<file path="src/rtl/alt_pkg.sv">
package alt_pkg;

  typedef enum logic [1:0] {
    ST_WAIT  = 2'd0,
    ST_SEND  = 2'd1,
    ST_BLOCK = 2'd2
  } seq_state_e;

endpackage

</file>
<file path="src/rtl/alt_sync_edge.sv">
module alt_sync_edge (
  input  logic clk,
  input  logic rst,
  input  logic sync_i,
  output logic rise_o
);

  logic sync_q;

  // Reset to 1 so a sync held high through reset is not taken as an edge.
  always_ff @(posedge clk) begin
    if (rst) sync_q <= 1'b1;
    else     sync_q <= sync_i;
  end

  assign rise_o = sync_i & ~sync_q;

  AST_RISE_SINGLE: assert property (@(posedge clk) disable iff (rst)
    rise_o |=> !rise_o);

endmodule

</file>
<file path="src/rtl/alt_frame_seq.sv">
module alt_frame_seq
  import alt_pkg::*;
#(
  parameter int FRAME_W = 256,
  parameter int CNT_W   = $clog2(FRAME_W)
) (
  input  logic             clk,
  input  logic             rst,
  input  logic             rise_i,
  output seq_state_e       state_o,
  output logic [CNT_W-1:0] cnt_o,
  output logic             load_o,
  output logic             emit_o
);

  localparam logic [CNT_W-1:0] LAST = CNT_W'(FRAME_W - 1);

  seq_state_e       st, st_n;
  logic [CNT_W-1:0] cnt, cnt_n;
  logic             load;

  always_comb begin
    st_n  = st;
    cnt_n = cnt;
    load  = 1'b0;
    case (st)
      ST_WAIT: begin
        if (rise_i) begin
          load  = 1'b1;
          st_n  = ST_SEND;
          cnt_n = '0;
        end
      end
      ST_SEND: begin
        if (rise_i) begin
          cnt_n = '0;
          if (cnt == LAST) load = 1'b1;
          else             st_n = ST_BLOCK;
        end else if (cnt == LAST) begin
          st_n  = ST_WAIT;
          cnt_n = '0;
        end else begin
          cnt_n = cnt + 1'b1;
        end
      end
      ST_BLOCK: begin
        if (rise_i) begin
          cnt_n = '0;
          if (cnt == LAST) begin
            load = 1'b1;
            st_n = ST_SEND;
          end
        end else if (cnt == LAST) begin
          st_n  = ST_WAIT;
          cnt_n = '0;
        end else begin
          cnt_n = cnt + 1'b1;
        end
      end
      default: begin
        st_n  = ST_WAIT;
        cnt_n = '0;
      end
    endcase
  end

  always_ff @(posedge clk) begin
    if (rst) begin
      st  <= ST_WAIT;
      cnt <= '0;
    end else begin
      st  <= st_n;
      cnt <= cnt_n;
    end
  end

  assign state_o = st;
  assign cnt_o   = cnt;
  assign load_o  = load;
  // An early edge silences the line on the very edge that samples it.
  assign emit_o  = (st == ST_SEND) && !(rise_i && (cnt != LAST));

  AST_EARLY_BLOCK: assert property (@(posedge clk) disable iff (rst)
    (st == ST_SEND && rise_i && cnt != LAST) |=> (st == ST_BLOCK && cnt == '0));

  AST_BLOCK_HOLD: assert property (@(posedge clk) disable iff (rst)
    (st == ST_BLOCK && rise_i && cnt != LAST) |=> (st == ST_BLOCK));

  AST_END_WAIT: assert property (@(posedge clk) disable iff (rst)
    (st == ST_SEND && !rise_i && cnt == LAST) |=> (st == ST_WAIT));

  AST_BACK_TO_BACK: assert property (@(posedge clk) disable iff (rst)
    (st == ST_SEND && rise_i && cnt == LAST) |=> (st == ST_SEND && cnt == '0));

  AST_SEND_ADVANCE: assert property (@(posedge clk) disable iff (rst)
    (st == ST_SEND && !rise_i && cnt != LAST) |=> (cnt == $past(cnt) + 1'b1));

endmodule

</file>
<file path="src/rtl/alt_slot_mux.sv">
module alt_slot_mux #(
  parameter int TAG_W      = 16,
  parameter int SLOT_W     = 20,
  parameter int DATA_SLOTS = 4,
  parameter int CNT_W      = 8
) (
  input  logic                         clk,
  input  logic                         rst,
  input  logic                         load_i,
  input  logic                         ready_i,
  input  logic [DATA_SLOTS-1:0]        valid_i,
  input  logic [DATA_SLOTS*SLOT_W-1:0] payload_i,
  input  logic [CNT_W-1:0]             cnt_i,
  output logic                         bit_o
);

  logic                         sh_rdy;
  logic [DATA_SLOTS-1:0]        sh_vld;
  logic [DATA_SLOTS*SLOT_W-1:0] sh_pay;

  always_ff @(posedge clk) begin
    if (rst) begin
      sh_rdy <= 1'b0;
      sh_vld <= '0;
      sh_pay <= '0;
    end else if (load_i) begin
      sh_rdy <= ready_i;
      sh_vld <= valid_i;
      sh_pay <= payload_i;
    end
  end

  // Tag word: ready on top, slot flags below it, remaining bits zero.
  logic [TAG_W-1:0] tag_w;
  logic [TAG_W-1:0] tag_mask;
  logic             in_tag;

  always_comb begin
    tag_w = '0;
    tag_w[TAG_W-1] = sh_rdy;
    for (int k = 0; k < DATA_SLOTS; k++) tag_w[TAG_W-2-k] = sh_vld[k];
  end

  assign in_tag   = cnt_i < CNT_W'(TAG_W);
  assign tag_mask = TAG_W'(1) << (CNT_W'(TAG_W - 1) - cnt_i);

  logic [DATA_SLOTS-1:0] slot_bit;

  for (genvar k = 0; k < DATA_SLOTS; k++) begin : g_slot
    localparam int START = TAG_W + k * SLOT_W;
    logic [SLOT_W-1:0] word;
    logic [SLOT_W-1:0] mask;
    logic              hit;
    assign word = sh_pay[k*SLOT_W +: SLOT_W];
    assign hit  = (cnt_i >= CNT_W'(START)) && (cnt_i < CNT_W'(START + SLOT_W));
    assign mask = SLOT_W'(1) << (CNT_W'(START + SLOT_W - 1) - cnt_i);
    assign slot_bit[k] = hit && sh_vld[k] && (|(word & mask));
  end

  assign bit_o = in_tag ? (|(tag_w & tag_mask)) : (|slot_bit);

  AST_SHADOW_HOLD: assert property (@(posedge clk) disable iff (rst)
    !load_i |=> ($stable(sh_pay) && $stable(sh_vld) && $stable(sh_rdy)));

  AST_SHADOW_TAKE: assert property (@(posedge clk) disable iff (rst)
    load_i |=> (sh_pay == $past(payload_i) && sh_vld == $past(valid_i)));

endmodule

</file>
<file path="src/rtl/audio_link_tx.sv">
module audio_link_tx
  import alt_pkg::*;
#(
  parameter int TAG_W      = 16,
  parameter int SLOT_W     = 20,
  parameter int NUM_SLOTS  = 12,
  parameter int DATA_SLOTS = 4
) (
  input  logic                         clk,
  input  logic                         rst,
  input  logic                         sync_i,
  input  logic                         ready_i,
  input  logic [DATA_SLOTS-1:0]        valid_i,
  input  logic [DATA_SLOTS*SLOT_W-1:0] payload_i,
  output logic                         sdata_o
);

  localparam int FRAME_W  = TAG_W + NUM_SLOTS * SLOT_W;
  localparam int CNT_W    = $clog2(FRAME_W);
  localparam int DATA_END = TAG_W + DATA_SLOTS * SLOT_W;

  logic             rise;
  seq_state_e       st;
  logic [CNT_W-1:0] cnt;
  logic             load;
  logic             emit;
  logic             frame_bit;

  alt_sync_edge u_edge (
    .clk    (clk),
    .rst    (rst),
    .sync_i (sync_i),
    .rise_o (rise)
  );

  alt_frame_seq #(
    .FRAME_W (FRAME_W),
    .CNT_W   (CNT_W)
  ) u_seq (
    .clk     (clk),
    .rst     (rst),
    .rise_i  (rise),
    .state_o (st),
    .cnt_o   (cnt),
    .load_o  (load),
    .emit_o  (emit)
  );

  alt_slot_mux #(
    .TAG_W      (TAG_W),
    .SLOT_W     (SLOT_W),
    .DATA_SLOTS (DATA_SLOTS),
    .CNT_W      (CNT_W)
  ) u_mux (
    .clk       (clk),
    .rst       (rst),
    .load_i    (load),
    .ready_i   (ready_i),
    .valid_i   (valid_i),
    .payload_i (payload_i),
    .cnt_i     (cnt),
    .bit_o     (frame_bit)
  );

  always_ff @(posedge clk) begin
    if (rst) sdata_o <= 1'b0;
    else     sdata_o <= emit & frame_bit;
  end

  AST_IDLE_LOW: assert property (@(posedge clk) disable iff (rst)
    (st != ST_SEND) |=> !sdata_o);

  AST_TAG_RSVD: assert property (@(posedge clk) disable iff (rst)
    (emit && cnt > CNT_W'(DATA_SLOTS) && cnt < CNT_W'(TAG_W)) |=> !sdata_o);

  AST_TAIL_ZERO: assert property (@(posedge clk) disable iff (rst)
    (st == ST_SEND && cnt >= CNT_W'(DATA_END)) |=> !sdata_o);

endmodule

</file>
<file path="config.mk">
export PLATFORM = sky130hd
export DESIGN_NAME = audio_link_tx
export DESIGN_NICKNAME = d
export VERILOG_FILES = /design/src/rtl/alt_pkg.sv /design/src/rtl/alt_sync_edge.sv /design/src/rtl/alt_frame_seq.sv /design/src/rtl/alt_slot_mux.sv /design/src/rtl/audio_link_tx.sv
export SDC_FILE = /design/constraint.sdc
export NUM_CORES = 1
export LEC_CHECK = 0
export CAP_MARGIN = 5
export CORE_ASPECT_RATIO = 0.8
export CORE_MARGIN = 2
export CORE_UTILIZATION = 50
export DETAILED_ROUTE_END_ITERATION = 12
export DONT_BUFFER_PORTS = 1
export MAX_ROUTING_LAYER = met4
export PLACE_DENSITY = 0.72
export SETUP_SLACK_MARGIN = 0.2
export SLEW_MARGIN = 10
export SYNTH_ARGS = -nofsm -noshare
export SYNTH_HDL_FRONTEND = slang
export SYNTH_HIERARCHICAL = 1
export SYNTH_SLANG_ARGS = --single-unit
</file>
<file path="constraint.sdc">
create_clock -name clk -period 7.9 [get_ports clk]
set_input_delay 0.79 -clock clk [delete_from_list [all_inputs] [get_ports clk]]
set_output_delay 0.79 -clock clk [all_outputs]
set_load 0.01 [all_outputs]
</file>
# == Yosys cells after proc, flatten, opt, wreduce, memory -nomap -nowiden ==
# Index checks and enable logic that the tools add are counted.
# Widths: inputs -> output; s select.
# classes
n_mux,16
multipliers,0
eq_ne,7
n_reduce_logical,24
bitwise_logic,8
n_addsub,6
div_mod_pow,0
n_shift,5
magnitude_cmp,9
# ops
operator,n
$and 20x20->20,4
$reduce_or 20->1,4
$shl 1x8->20 const A,4
$mux 8,3
$and 16x16->16,1
$ge 8x6->1 const B,2
$lt 8x6->1 const B,2
$lt 8x7->1 const B,2
$pmux 8 s2,1
$reduce_or 16->1,1
$shl 1x8->16 const A,1
$sub 6x8->8 const A,2
$sub 7x8->8 const A,2
$logic_and 1x1->1,14
$mux 2,6
$add 8x1->8 const B,1
$eq 8x8->1 const B,1
$ge 8x5->1 const B,1
$ge 8x7->1 const B,1
$lt 8x5->1 const B,1
$ne 8x8->1 const B,1
$sub 4x8->8 const A,1
$ne 3x3->1 const B,2
$pmux 2 s3,1
12 further kinds,16
# word_totals
latch_bits,0
n_memories,0
output_inout_bits,1
rom_bits,0
regBits,97
in_bits,88
ram_bits,0
word_cells,82

# == Logic depth before layout (Yosys ltp) ==
# Gate-level depths: netlist of run 1.
# depth
depth_word,8
mapped_depth,11
depth_no_buf,9

# == Modules after synthesis ==
# Netlist of run 1, hierarchy kept.
# modules_own_cells
mod,area_each_um2,cells_per_inst,instances
alt_slot_mux,4439.3,449,1
alt_frame_seq,696.9,86,1
alt_sync_edge,32.5,3,1
audio_link_tx,28.8,2,1

# == Worst setup path after synthesis of run 1 ==
# Ideal clock, no wire load.
# synth_path
path_kind,flip-flop to flip-flop
from,"reg u_seq.cnt[0], in the netlist u_seq/cnt_o[0]"
to,reg u_mux.sh_pay[0]
t_required_ns,7.772
stages_incl_launch_ff,11
path_buffers,3
path_slack_ns,5.411
arrival_time_ns,2.361
synth_period_minus_slack_ns,2.489
cell_sequence,dfxtp_1 > ha_1 > and3_1 > and2_4 > a21oi_1 > nor3_1 > clkbuf_1 > clkbuf_1 > buf_2 > mux2i_1 > nor2_1
# synth_via
elab_chain_len,4
# synth_lines
element,line_no,text
from (decl),alt_frame_seq.sv:19,"logic [CNT_W-1:0] cnt, cnt_n;"
from (signal assigned),alt_frame_seq.sv:73,cnt <= cnt_n;
$eq 8x8->1,"alt_frame_seq.sv:37, alt_frame_seq.sv:49",
$mux 1,"alt_frame_seq.sv:37, alt_frame_seq.sv:49",
$mux 1,alt_frame_seq.sv:47,if (rise_i) begin
$pmux 1 s2,alt_frame_seq.sv:26,case (st)
named net load,audio_link_tx.sv:25,logic load;
to (signal assigned),alt_slot_mux.sv:29,sh_pay <= payload_i;
to (decl),alt_slot_mux.sv:19,logic [DATA_SLOTS*SLOT_W-1:0] sh_pay;
# The timed path passes the listed nets, and every way through them passes these cells.
# A chain may end at the register's enable or synchronous reset.

# == Worst setup path in the final report of run 1 ==
# layout_path
from,"reg u_seq.cnt[1], in the netlist u_seq/cnt_o[1]"
to,reg u_mux.sh_pay[37]
# The elaborated chain is that of the path after synthesis.

==> flow_results.org, run 1 <==
** CTS
- After clock tree synthesis, the flow added hold-fix buffers numbering 0.
- For the worst-skew pair, the clock arrives at the later sink with an insertion delay of 0.35 ns.
- Quantity of gates resized following cts :: 0
- Htree depth :: 3
- Clock root buffer master :: sky130_fd_sc_hd__clkbuf_16
- CTS tree :: yes
- Clock net sink count :: 97
- CTS clk-pin slew, worst paths :: around 0.070 ns
- Buffers added to address setup during post-CTS repair amount to 0.
- Maximum buffer depth of the clock tree :: 2
- Num CTS Buffers :: 9

** Floorplan
- Std-Cell Rows :: 33
- Die boundary height :: roughly 95 microns
- Initial standard-cell utilization of the core :: 0.5096
- The die covers 0.01123 sq mm.
- Horizontal die dimension :: ~120 microns
- 89 I/O pins were placed.
- The total area inside the core boundary comes to 0.01020 sq mm.

** Run
- Maximum capacitance violations :: 0

** Yosys
- sky130_fd_sc_hd__dfxtp_1 takes more of the synthesized area than any other cell.
- Cells taking the most area after synthesis :: sky130_fd_sc_hd__dfxtp_1 37%, sky130_fd_sc_hd__mux2i_1 20%, sky130_fd_sc_hd__nor2_1 7.1%, sky130_fd_sc_hd__ha_1 5.5%, sky130_fd_sc_hd__mux4_1 2.0%
- Warning count from the yosys run :: 6
- Async set-or-reset flop fraction in the synthesized netlist :: 0
- The share of the Yosys chip area taken by registers is 0.3736.
- EDFF count, synth :: 0
- Synthesized area per cell :: roughly 9.6 sq um
- Primary flip-flop cell chosen by synthesis mapping :: sky130_fd_sc_hd__dfxtp_1
- Register bit count reported by yosys :: 97
- List of most frequent post-synthesis cells :: 105 x sky130_fd_sc_hd__mux2i_1, 98 x sky130_fd_sc_hd__nor2_1, 97 x sky130_fd_sc_hd__dfxtp_1, 23 x sky130_fd_sc_hd__ha_1, 18 x sky130_fd_sc_hd__clkbuf_1
- Synthesis produced 540 cells.
- The number of nets handed over by synthesis was roughly 650.
- Area share of the leading cell type in the synthesized netlist :: 0.3736
- Netlist area before placement :: between 0.005 and 0.006 sq mm
- The synthesized netlist contains 65 unique library cells.
- The most common cell in the synthesized netlist is sky130_fd_sc_hd__mux2i_1.

** Setup path
- Across all register-to-register paths, the minimum setup slack is around 4.7 ns.
- The largest individual stage delay along the critical path comes from the cell sky130_fd_sc_hd__dfxtp_2.
- Reg-to-reg critical path endpoint :: u_mux/sh_pay[37]
- Cells traversed along the worst timing path :: ha_1 -> and3_1 -> and2_4 -> a21oi_1 -> nor3_2 -> buf_4 -> mux2i_1 -> nor2_1
- Cells on worst reg2reg path :: 8
- The critical path ends at u_mux/sh_pay[37].
- The worst setup path is launched from a register.
- In this run the worst setup path begins at u_seq/cnt_o[1].
- Maximum net fanout on the critical path :: 46
- Largest incremental delay on the critical path :: ~0.96 ns
- Data arrives at the worst endpoint at 3.41 ns.
- The startpoint identified for the worst register-to-register timing path is u_seq/cnt_o[1].
- The critical path is of the reg -> reg type.
- Nature of the critical path endpoint :: register
- STA puts the critical path data required time at roughly 8 ns.

** Place
- OpenSTA, run right after detailed placement, puts the worst setup slack at about 4.7 ns.
- Detail Placement HPWL :: 7.879 mm
- During placement, the flow inserted port buffers numbering 0.
- Final GP Congestion :: 0.9277

** Timing
- After routing, the total negative slack on setup checks comes to 0 ns.
- After layout, the minimum clock period comes to 3.174 ns.
- In the finished design, the share of the clock period the worst path needs comes to 0.4018.
- The count of final max-slew check failures was 0.
- Max transition margin :: 0.3507
- Across the routed clock network, the largest skew measured is 0.006561 ns.
- Worst slew pin tran :: 0.9739 ns
- Endpoints failing hold :: 0
- Max Freq :: between 300 and 400 MHz
- Final Worst Setup Slack :: around 4.7 ns
- Setup repair after global routing left no endpoint under its margin.
- Number of setup violations in the final report :: 0

** Global route
- Global-route congestion overflow total :: 0
- Global routing usage summed across all routing layers :: 0.2186
- Entering global routing, the biggest net connects between 90 and 100 pins.
- The number of global-route vias before repair is 3,773.
- The first global-routing pass estimated ~19 mm of wire.
- The number of antenna violations at the first check in global routing came to 0.

** Detailed routing
- For this block, the routed nets add up to roughly 12 mm of wire.
- The detail route stage leaves a number of antenna-violating nets equal to 0.
- Detailed Route Iter0 Violations :: 254
- Dividing the detail-routed wire length by the instance count gives ~17 microns.
- For this run, design rule violations remaining after detail routing come to 0.
- The pre-antenna-repair detailed-routing pass consisted of 5 iterations.
- Vias per cell :: 5.822
- Across all layers, the routed design uses slightly below 4,000 vias.

** Layout
- From synthesis to final layout, the design area changed by 6.403%.
- Fraction of layout cells with a size suffix above 1 :: 0.08397
- Number of fillers in the final layout :: between 900 and 1,000
- Total number of nets in the final design :: 630
- The repair_antennas step left the layout with diodes totalling 0.

** Pwr
- VDD sags by at most 0.0001279 V.
- Power per cell area :: 208.5 mW/mm^2
- In this run the static leakage power is slightly below 2 nW.

** Outcome
- The flow ran to the end, and the final reports show no timing, DRC or antenna violations.

** Min path
- Type of the tightest min-delay check :: reg -> reg
## per-stage QoR
stage	hold slack, ns	instance area [sq um]	power, mW	cells	utilization
2_1_floorplan	0.4514	5197	0.6648	540	-
3_3_place_gp	0.4637	5204	0.6816	648	0.5102
3_5_place_dp	0.4797	5204	0.6859	648	0.5102
4_1_cts	0.4958	5530	1.163	664	0.5423
5_1_grt	0.5007	5530	1.200	664	0.5423
6_report	0.4955	5530	1.153	664	0.5423
## power by group
group	switching (mW)	internal [mW]
Sequential	0.0151	0.514
Clock	0.194	0.281
Combinational	0.0813	0.0678
## worst max-delay path, delay by kind of cell (launching register included)
family | cells | cell delay, ns
AO/OA/AOI/OAI | 1 | 0.07
adder cells (fa/ha/maj) | 1 | 0.40
buffers and inverters | 1 | 0.64
flip-flops | 1 | 0.96
multiplexers | 1 | 0.28
AND/OR/NAND/NOR | 4 | 0.68
## area by class of cell
type | instances | area, sq um | share of cell area
Inverter | 16 | 60.06 | 0.01086
Clock buffer | 9 | 225.2 | 0.04072
Multi-Input combinational cell | 391 | 2994 | 0.5414
Tap cell | 140 | 175.2 | 0.03167
Sequential cell | 97 | 1944 | 0.3516
Clock inverter | 7 | 101.3 | 0.01833
Timing Repair Buffer | 4 | 30.03 | 0.005430
## registers in the layout (all words and copies together) (netlist names)
name	cells
u_mux/sh_pay	80
u_seq/cnt_o	8
u_mux/sh_vld	4
u_seq/state_o	2
sdata_o	1
u_edge/sync_q	1
u_mux/sh_rdy	1
## logic make-up after synthesis
logic type / after synthesis / synth area share
xor+xnor: 8 / 0.01348
fa+ha+maj: 23 / 0.05537
buf+inv: 52 / 0.05127
flops: 97 / 0.3736
simple gates: 178 / 0.1632
mux: 117 / 0.2492
compound gates: 65 / 0.09389
## worst min-delay path by stage
| stage | start | end | cells after the start |
|---|---|---|---|
| after floorplan | u_mux/sh_pay[18] | u_mux/sh_pay[18] | 2 |
| after global placement | u_mux/sh_pay[8] | u_mux/sh_pay[8] | 2 |
| after detailed placement | u_mux/sh_pay[3] | u_mux/sh_pay[3] | 2 |
| after CTS | u_mux/sh_pay[3] | u_mux/sh_pay[3] | 2 |
| after global routing | rst | u_seq/cnt_o[1] | 1 |
| final | u_mux/sh_pay[3] | u_mux/sh_pay[3] | 2 |
## layout by cell type, fill, tap and decap left out, drive strengths merged, types with 3 or more instances in the layout
cell type	n
o21ai	9
nand2b	10
nand4	3
nor2	98
nor4	5
a311oi	3
mux2i	105
clkbuf	9
mux2	4
nor2b	7
nand3	8
nand2	15
inv	19
o211ai	4
a211oi	6
ha	23
o22ai	3
a31oi	6
nand3b	5
a21oi	11
buf	4
xnor2	6
nor3	11
mux4	8
dfxtp	97
## per-layer routing
layer	wire length, microns	share of wire	GRT usage
met4	121	0.010	0.06024
met1	5394	0.47	0.2827
met3	870	0.075	0.06998
met2	5210	0.45	0.3319
met5	0	0	-
Power figures use the tool's default switching activity.
==> inputs of run 2 (changes only) <==
Clock period 7.9 ns to 3.3 ns, I/O delays scaled along.
==> run 2 against run 1 <==
Largest cell class unchanged. Clock skew decreased by 0.0012 ns. Die area unchanged. Flip-flop and latch count stayed put. Global-route usage hardly changed. Cell area up 1.3%. Setup slack got worse by 4.0 ns. Fmax rose by 21%. Sequential share of layout area shrank 0.45 points. Clock power grew 140%. Critical endpoint is now sdata_o. Combinational power grew 150%. Cell count grew 0.90%. Non-clock buffer count increased by 6.
==> flow_results.org, run 2 (synthesis results as in run 1) <==
** Outcome
- Status: finished, final reports clean (unchanged).

** Timing
- The hold violation count in the final report is 0 (unchanged).
- The setup TNS after final layout was 0 ns (unchanged).
- The maximum operating frequency came to 381.7 MHz (was 315.1 MHz).
- The count of final max-slew check failures was 0 (unchanged).
- Tmin final :: 2.620 ns (was 3.174 ns)
- Max transition margin :: 0.5648 (was 0.3507)
- Tcrit/Tclk final :: 0.7938 (was 0.4018)
- Unrepaired setup endpoints after global routing: no (unchanged).
- The worst hold margin is 0.05287 ns (was 0.4955 ns).
- The final worst clock skew is 0.005367 ns (was 0.006561 ns).
- The measured slew at the worst slew-check pin is 0.6519 ns (was 0.9739 ns).
- Number of setup violations in the final report :: 0 (unchanged)

** Floorplan
- CORE AREA :: 0.01020 sq mm (unchanged)
- The area of the die was 0.01123 sq mm (unchanged).
- The number of top-level pins was 89 (unchanged).
- The x dimension of the die was 118.0 microns (unchanged).
- The y dimension of the die is 95.19 microns (unchanged).
- The number of rows in the core area was 33 (unchanged).
- The initial cell density of the core came to 0.5096 (unchanged).

** Global route
- Pin count of the biggest net entering global routing :: 99 (unchanged)
- The first-pass GRT wire length is 18.92 mm (was 18.89 mm).
- The number of global-route vias before repair is 3,818 (was 3,773).
- The global-route usage over all layers is 0.2189 (was 0.2186).
- Initial antenna violation count :: 0 (unchanged)
- The total overflow reported by the global router was 0 (unchanged).

** CTS
- The number of H-tree branching levels is 3 (unchanged).
- Post-CTS Setup Bufs :: 0 (unchanged)
- The post-cts hold buffer count was 0 (unchanged).
- The deepest clock path buffer count was 2 (unchanged).
- Clock root buffer master :: sky130_fd_sc_hd__clkbuf_16 (unchanged)
- The worst-skew pair later-pin latency is 0.34 ns (was 0.35 ns).
- The clock tree from TritonCTS is yes (unchanged).
- Num CTS Buffers :: 9 (unchanged)
- The clock-pin slew on the worst setup and hold paths was 0.06 ns (was 0.07 ns).
- The number of sinks driven by the clock tree is 97 (unchanged).
- The number of cells upsized or downsized after cts came to 0 (unchanged).

** Setup path
- The data arrival time of the critical path is 2.85 ns (was 3.41 ns).
- Crit Path Category :: reg -> reg (unchanged)
- The startpoint of the worst setup timing path is u_seq/cnt_o[3] (was u_seq/cnt_o[1]).
- The highest fanout seen on the critical path was 17 (was 46).
- Required time worst endpoint :: 3.53 ns (was 8.14 ns)
- The origin of the critical flop-to-flop path was u_seq/cnt_o[3] (was u_seq/cnt_o[1]).
- The type of destination of the critical path is a register (unchanged).
- The critical path startpoint category is a register (unchanged).

** Min path
- The worst min-delay path startpoint is rst (was u_mux/sh_pay[3]).
- The path class of the lowest-slack min-delay path is in -> reg (was reg -> reg).

** Layout
- The count of inserted antenna diode cells came to 0 (unchanged).
- The top register by number of flip-flops is u_mux/sh_pay (unchanged).
- The final core area utilization is 0.5493 (was 0.5423).
- The ratio of cells with drive above 1 in the final layout was 0.09245 (was 0.08397).
- Commonest non-fill, non-tap cells in the layout :: 105 x sky130_fd_sc_hd__mux2i_1, 98 x sky130_fd_sc_hd__nor2_1, 95 x sky130_fd_sc_hd__dfxtp_1 (unchanged)
- Max reg flops :: 80 (unchanged)
- Area growth syn-to-layout :: 7.776% (was 6.403%)
- Total number of nets in the final design :: 636 (was 630)
- The most common library cell in the layout ignoring fill and taps is sky130_fd_sc_hd__mux2i_1 (unchanged).

** Pwr
- The ratio of total power to cell area came to 493.9 mW/mm^2 (was 208.5 mW/mm^2).
- VDD IR max :: 0.0002881 V (was 0.0001279 V)
- Static Leakage :: 1.999 nW (was 1.957 nW)

** Detailed routing
- DR pass1 iterations :: 5 (unchanged)
- Detailed Route Iter0 Violations :: 243 (was 254)
- The wire length on met3 is 969 microns (was 870 microns).
- The average wire length per cell after detail routing was 17.68 microns (was 17.47 microns).
- Residual antenna-violating net count after detailed routing :: 0 (unchanged)
- Vias :: 3,877 (was 3,866)
- The detailed-route DRC error count was 0 (unchanged).
- Top Metal Used :: met4 (unchanged)
- The via density per instance came to 5.787 (was 5.822).
- Overall routed net length :: 11.85 mm (was 11.60 mm)
- The routed length on met2 was 5.259 mm (was 5.210 mm).
- Detailed-route wire length on metal 1 :: 5.507 mm (was 5.394 mm)

** Run
- The number of maximum-capacitance violations came to 0 (unchanged).

** Place
- The quantity of I/O buffers inserted on ports was 0 (unchanged).
- Detail Placement HPWL :: 8.301 mm (was 7.879 mm)
- Final GP Congestion :: 0.9198 (was 0.9277)
==> run 2: cell types whose count changed in the layout (fill, tap and decap cells not counted) <==
cell,change
sky130_fd_sc_hd__clkinvlp_4,-1
sky130_fd_sc_hd__inv_6,-1
sky130_fd_sc_hd__clkbuf_8,+1
sky130_fd_sc_hd__buf_4,+4
sky130_fd_sc_hd__buf_12,+2
sky130_fd_sc_hd__clkbuf_1,+1
==> run 2: routing by layer <==
layer / vias up / global-route usage
met4: 0 / 0.06325
met2: 134 / 0.3387
met3: 13 / 0.06878
met5: - / -
met1: 1839 / 0.2775
li1: 1891 / -
==> run 2: power by group <==
| part | switching [mW] | total (mW) | leakage, nW | internal, mW |
|---|---|---|---|---|
| sequential | 0.0376 | 1.27 | 0.788 | 1.23 |
| clock | 0.441 | 1.13 | 0.162 | 0.692 |
| combinational | 0.198 | 0.367 | 1.05 | 0.168 |
==> run 2: path summary, 6_finish.rpt <==
path	depth (start not counted)	endpoint	slack, ns
max	9	sdata_o	0.68
min	1	u_seq/state_o[1]	0.05
max reg2reg	9	sdata_o	0.68
min reg2reg	2	u_mux/sh_pay[16]	0.49
==> run 2: layout make-up <==
class                   instances  area [sq um]
multi-input cells             391          2994
flip-flops and latches         97          1944
inverters                      16         60.06
clock buffers                  11         242.7
well taps                     140         175.2
fillers                       897          4597
repair buffers                 10         100.1
clock inverters                 5         85.08
==> run 2: stage by stage <==
step	std cells	power (mW)	instance area, sq um	worst slack [ns]
after detailed placement	654	1.654	5274	0.7259
after floorplan	540	1.592	5197	0.8111
after global placement	654	1.642	5274	0.7676
final	670	2.767	5602	0.6803
after CTS	670	2.788	5602	0.7142
after global routing	670	2.878	5602	0.5331
==> run 2: worst max-delay path, stage by stage (launching register included) <==
cell,delay (ns)
sky130_fd_sc_hd__dfxtp_1,0.74
sky130_fd_sc_hd__inv_2,0.25
sky130_fd_sc_hd__ha_1,0.28
sky130_fd_sc_hd__and4bb_2,0.24
sky130_fd_sc_hd__o2111a_1,0.25
sky130_fd_sc_hd__nand4_1,0.10
sky130_fd_sc_hd__o311ai_0,0.17
sky130_fd_sc_hd__a211oi_1,0.21
sky130_fd_sc_hd__a32oi_1,0.07
sky130_fd_sc_hd__and3b_1,0.19
==> inputs of run 3 (changes only) <==
Settings changed: ABC_AREA set to 1.
Clock period 3.3 ns to 2.45 ns, I/O delays scaled along.
==> run 3 against run 2 <==
The flow now finishes with violations (negative hold slack). Via count grew 42%. Clock power grew 38%. Synthesized area grew 4.3%. Fmax grew 15%. Cell area grew 16%. Non-clock buffer count grew 46. Synthesized cell count grew 46%. Sequential share of layout area shrank 4.4 points. Clock skew grew 0.0016 ns. Count of clock-buffer cells in the layout shrank 1. Die area grew 4.2%. Critical endpoint unchanged. Highest routed layer unchanged.
==> flow_results.org, run 3 <==
** Outcome
- Status: finished, violations left (was finished, final reports clean).
- Violated checks :: negative hold slack

** Timing
- The count of final max-slew check failures is 0 (unchanged).
- Unrepaired setup endpoints after global routing: yes (was no).
- The measured slew at the worst slew-check pin came to 0.4312 ns (was 0.6519 ns).
- Worst hold-check slack :: -0.02388 ns (was 0.05287 ns)
- Final setup skew :: 0.007014 ns (was 0.005367 ns)
- The maximum operating frequency came to 440.6 MHz (was 381.7 MHz).
- The number of setup violations in the final report is 0 (unchanged).
- The tightest slew margin relative to the limit was 0.7095 (was 0.5648).
- Endpoints failing hold :: 17 (was 0)
- The setup TNS after final layout came to 0 ns (unchanged).
- Tmin final :: 2.270 ns (was 2.620 ns)
- Tcrit/Tclk final :: 0.9264 (was 0.7938)

** Yosys
- The total nets after synthesis is 901 (was 651).
- The largest area contributor in the synthesized netlist is sky130_fd_sc_hd__dfxtp_1 (unchanged).
- Area share of the leading cell type in the synthesized netlist :: 0.3581 (was 0.3736)
- Register bit count reported by yosys :: 97 (unchanged)
- List of most frequent post-synthesis cells :: 232 x sky130_fd_sc_hd__nand2_1, 97 x sky130_fd_sc_hd__dfxtp_1, 89 x sky130_fd_sc_hd__a21oi_1, 62 x sky130_fd_sc_hd__nor2_1, 50 x sky130_fd_sc_hd__inv_1 (was 105 x sky130_fd_sc_hd__mux2i_1, 98 x sky130_fd_sc_hd__nor2_1, 97 x sky130_fd_sc_hd__dfxtp_1, 23 x sky130_fd_sc_hd__ha_1, 18 x sky130_fd_sc_hd__clkbuf_1)
- The dominant synthesized flop cell was sky130_fd_sc_hd__dfxtp_1 (unchanged).
- The sequential share of the synthesized area was 0.3581 (was 0.3736).
- Cells after Synth :: 790 (was 540)
- The yosys synthesis warning count was 6 (unchanged).
- Async set-or-reset flop fraction in the synthesized netlist :: 0 (unchanged)
- The mean instance size in the synthesized netlist was 6.864 sq um (was 9.625 sq um).
- The cell area after synthesis is 0.005423 sq mm (was 0.005197 sq mm).
- The number of enable-type register cells in the synthesized netlist is 0 (unchanged).
- Cells taking the most area after synthesis: sky130_fd_sc_hd__dfxtp_1 36%, sky130_fd_sc_hd__nand2_1 16%, sky130_fd_sc_hd__a21oi_1 8.2%, sky130_fd_sc_hd__ha_1 5.3%, sky130_fd_sc_hd__nand4_1 5.2% (was sky130_fd_sc_hd__dfxtp_1 37%, sky130_fd_sc_hd__mux2i_1 20%, sky130_fd_sc_hd__nor2_1 7.1%, sky130_fd_sc_hd__ha_1 5.5%, sky130_fd_sc_hd__mux4_1 2.0%).
- Distinct cells, synth :: 43 (was 65)
- The most numerous cell in the Yosys netlist is sky130_fd_sc_hd__nand2_1 (was sky130_fd_sc_hd__mux2i_1).

** Setup path
- The critical path startpoint category was a register (unchanged).
- The largest stage delay on the critical path came to 0.40 ns (was 0.74 ns).
- The highest-delay cell along the critical path is sky130_fd_sc_hd__dfxtp_4 (was sky130_fd_sc_hd__dfxtp_1).
- Cells traversed along the worst timing path :: inv_6 -> ha_1 -> inv_2 -> nand2_1 -> nand2_1 -> nand2_2 -> nor3_4 -> buf_6 -> nand3_1 -> nor2_1 -> nor2_1 -> nand3_1 -> nand2_1 -> nand3_1 -> nand2_1 -> nand3_1 -> nand2_1 -> nand2_1 -> nand2_2 -> nor2_2 (was inv_2 -> ha_1 -> and4bb_2 -> o2111a_1 -> nand4_1 -> o311ai_0 -> a211oi_1 -> a32oi_1 -> and3b_1)
- The setup slack on the worst flop-to-flop path was 0.18 ns (was 0.68 ns).
- The largest delay contributor family on the critical path was simple AND/OR/NAND/NOR gates (was flip-flops).
- Crit Path Category :: reg -> reg (unchanged)
- Counting stages on the worst path, the most repeated cell is sky130_fd_sc_hd__nand2_1.
- The required time at the endpoint of the critical path is 2.73 ns (was 3.53 ns).
- Nature of the critical path endpoint :: register (unchanged)
- Sum of buffers and inverters on the critical path :: 3 (was 1)
- The data arrival time of the critical path was 2.55 ns (was 2.85 ns).
- Maximum net fanout on the critical path :: 5 (was 17)

** Detailed routing
- The number of DRC violations after detailed-routing iteration 0 was 428 (was 243).
- The via count is 5,495 (was 3,877).
- Overall routed net length :: 15.82 mm (was 11.85 mm)
- Vias per cell :: 5.730 (was 5.787)
- The average wire length per cell after detail routing was 16.50 microns (was 17.68 microns).
- DR DRC count :: 0 (unchanged)
- DR pass1 iterations :: 5 (unchanged)
- Residual antenna-violating net count after detailed routing :: 0 (unchanged)

** Pwr
- The leakage power figure came to 2.452 nW (was 1.999 nW).
- The ratio of total power to cell area is 541.8 mW/mm^2 (was 493.9 mW/mm^2).
- VDD IR max :: 0.0004109 V (was 0.0002881 V)

** Layout
- Commonest non-fill, non-tap cells in the layout: 226 x sky130_fd_sc_hd__nand2_1, 89 x sky130_fd_sc_hd__dfxtp_1, 87 x sky130_fd_sc_hd__a21oi_1 (was 105 x sky130_fd_sc_hd__mux2i_1, 98 x sky130_fd_sc_hd__nor2_1, 95 x sky130_fd_sc_hd__dfxtp_1).
- The top register by number of flip-flops was u_mux/sh_pay (unchanged).
- Area growth syn-to-layout :: 19.57% (was 7.776%)
- Count of inserted antenna diode cells :: 0 (unchanged)
- The number of filler cells placed in the layout is 950 (was 897).
- The ratio of cells with drive above 1 in the final layout was 0.2002 (was 0.09245).
- Most common cell after layout, fill and taps aside :: sky130_fd_sc_hd__nand2_1 (was sky130_fd_sc_hd__mux2i_1)
- The final net count came to 925 (was 636).
- The total non-filler cell area in the finished layout came to 0.006484 sq mm (was 0.005602 sq mm).
- Max reg flops :: 80 (unchanged)

** Global route
- The number of antenna violations at the first check in global routing came to 0 (unchanged).
- The maximum number of pins on one net before global-route repair came to 95 (was 99).
- First-pass GRT wire length :: 24.88 mm (was 18.92 mm)
- Global-route congestion overflow total :: 0 (unchanged)
- Via count of the first global-routing pass :: 5,002 (was 3,818)
- The global-route usage over all layers is 0.2693 (was 0.2189).

** Floorplan
- Die boundary height :: 97.15 microns (was 95.19 microns)
- The area of the die came to 0.01170 sq mm (was 0.01123 sq mm).
- Horizontal die dimension :: 120.4 microns (was 118.0 microns)
- The initial cell density of the core is 0.5212 (was 0.5096).
- The number of rows in the core area came to 33 (unchanged).
- The core outline area came to 0.01041 sq mm (was 0.01020 sq mm).
- The number of top-level pins was 89 (unchanged).

** CTS
- The clock tree from TritonCTS is yes (unchanged).
- CTS clk-pin slew, worst paths :: 0.06 ns (about the same)
- Clock net sink count :: 97 (unchanged)
- Htree depth :: 3 (unchanged)
- The CTS root buffer is sky130_fd_sc_hd__clkbuf_16 (unchanged).
- The worst-skew pair later-pin latency came to 0.34 ns (about the same).
- The deepest clock path buffer count came to 2 (unchanged).
- The CTS buffer count was 9 (unchanged).
- Hold buffer count at CTS :: 6 (was 0)

** Place
- The global placer's final weighted congestion is 0.9546 (was 0.9198).
- I/O Buffers :: 0 (unchanged)
- The cell area reported after detailed placement is 0.005648 sq mm (was 0.005274 sq mm).
- Detail Placement HPWL :: 10.67 mm (was 8.301 mm)

** Min path
- The path class of the lowest-slack min-delay path is in -> reg (unchanged).

** Run
- Maximum capacitance violations :: 0 (unchanged)
==> run 3: cells by family after synthesis <==
family	after synthesis	share of synthesized area
AO/OA/AOI/OAI	137	0.1405
XOR/XNOR	3	0.004846
adder cells (fa/ha/maj)	23	0.05307
buffers and inverters	103	0.07799
flip-flops	97	0.3581
AND/OR/NAND/NOR	427	0.3655
==> run 3: layer usage <==
metal | routed length [microns] | track usage | up-vias | part of all wire
met5 | 0 | - | - | 0
met4 | 248 | 0.06619 | 0 | 0.016
met3 | 1084 | 0.05164 | 17 | 0.069
met2 | 7193 | 0.4120 | 207 | 0.45
met1 | 7297 | 0.3672 | 2601 | 0.46
li1 | - | - | 2670 | -
==> run 3: through the flow <==
step	cells	setup slack (ns)	util	power [mW]
after floorplan	790	0.2356	-	1.906
after global placement	914	0.04292	0.5428	1.949
after detailed placement	914	0.007611	0.5428	1.963
after CTS	946	0.1948	0.5981	3.521
after global routing	959	0.03704	0.6231	3.644
final	959	0.1804	0.6231	3.513
==> run 3: worst register-to-register path: stages, from the launching register on <==
cell and delay (ns):
sky130_fd_sc_hd__dfxtp_4 0.40, sky130_fd_sc_hd__inv_6 0.06, sky130_fd_sc_hd__ha_1 0.21, sky130_fd_sc_hd__inv_2 0.11
sky130_fd_sc_hd__nand2_1 0.06, sky130_fd_sc_hd__nand2_1 0.06, sky130_fd_sc_hd__nand2_2 0.08, sky130_fd_sc_hd__nor3_4 0.26
sky130_fd_sc_hd__buf_6 0.15, sky130_fd_sc_hd__nand3_1 0.06, sky130_fd_sc_hd__nor2_1 0.11, sky130_fd_sc_hd__nor2_1 0.05
sky130_fd_sc_hd__nand3_1 0.07, sky130_fd_sc_hd__nand2_1 0.05, sky130_fd_sc_hd__nand3_1 0.07, sky130_fd_sc_hd__nand2_1 0.08
sky130_fd_sc_hd__nand3_1 0.08, sky130_fd_sc_hd__nand2_1 0.06, sky130_fd_sc_hd__nand2_1 0.07, sky130_fd_sc_hd__nand2_2 0.05
sky130_fd_sc_hd__nor2_2 0.07
==> run 3: area by class of cell <==
cell class	instances	area, sq um	share of cell area
clock buffer	10	239.0	0.03686
clock inverter	6	96.34	0.01486
inverter	60	242.7	0.03744
multi-input combinational	590	3242	0.5000
sequential	97	1964	0.3030
tap	140	175.2	0.02702
timing repair buffer	56	524.3	0.08086
==> run 3: repair_timing <==
item,in CTS,in global routing
endpoints found under the hold margin,91,75
pin swaps,10,16
gates cloned,0,1
buffers inserted,10,12
setup endpoints to repair,2,26
gates resized for setup,30,45
==> run 3: path summary, 6_finish.rpt <==
check	start	cells after the start	end
worst max-delay path	u_seq/cnt_o[5]	20	sdata_o
worst min-delay path	rst	1	sdata_o
worst max register to register	u_seq/cnt_o[5]	20	sdata_o
worst min register to register	u_mux/sh_pay[31]	2	u_mux/sh_pay[31]
==> run 3: power breakdown <==
group	total, mW	switching, mW	leakage [nW]	internal [mW]
sequential	1.67	0.0377	0.793	1.63
clock	1.56	0.625	0.162	0.937
combinational	0.280	0.177	1.50	0.102
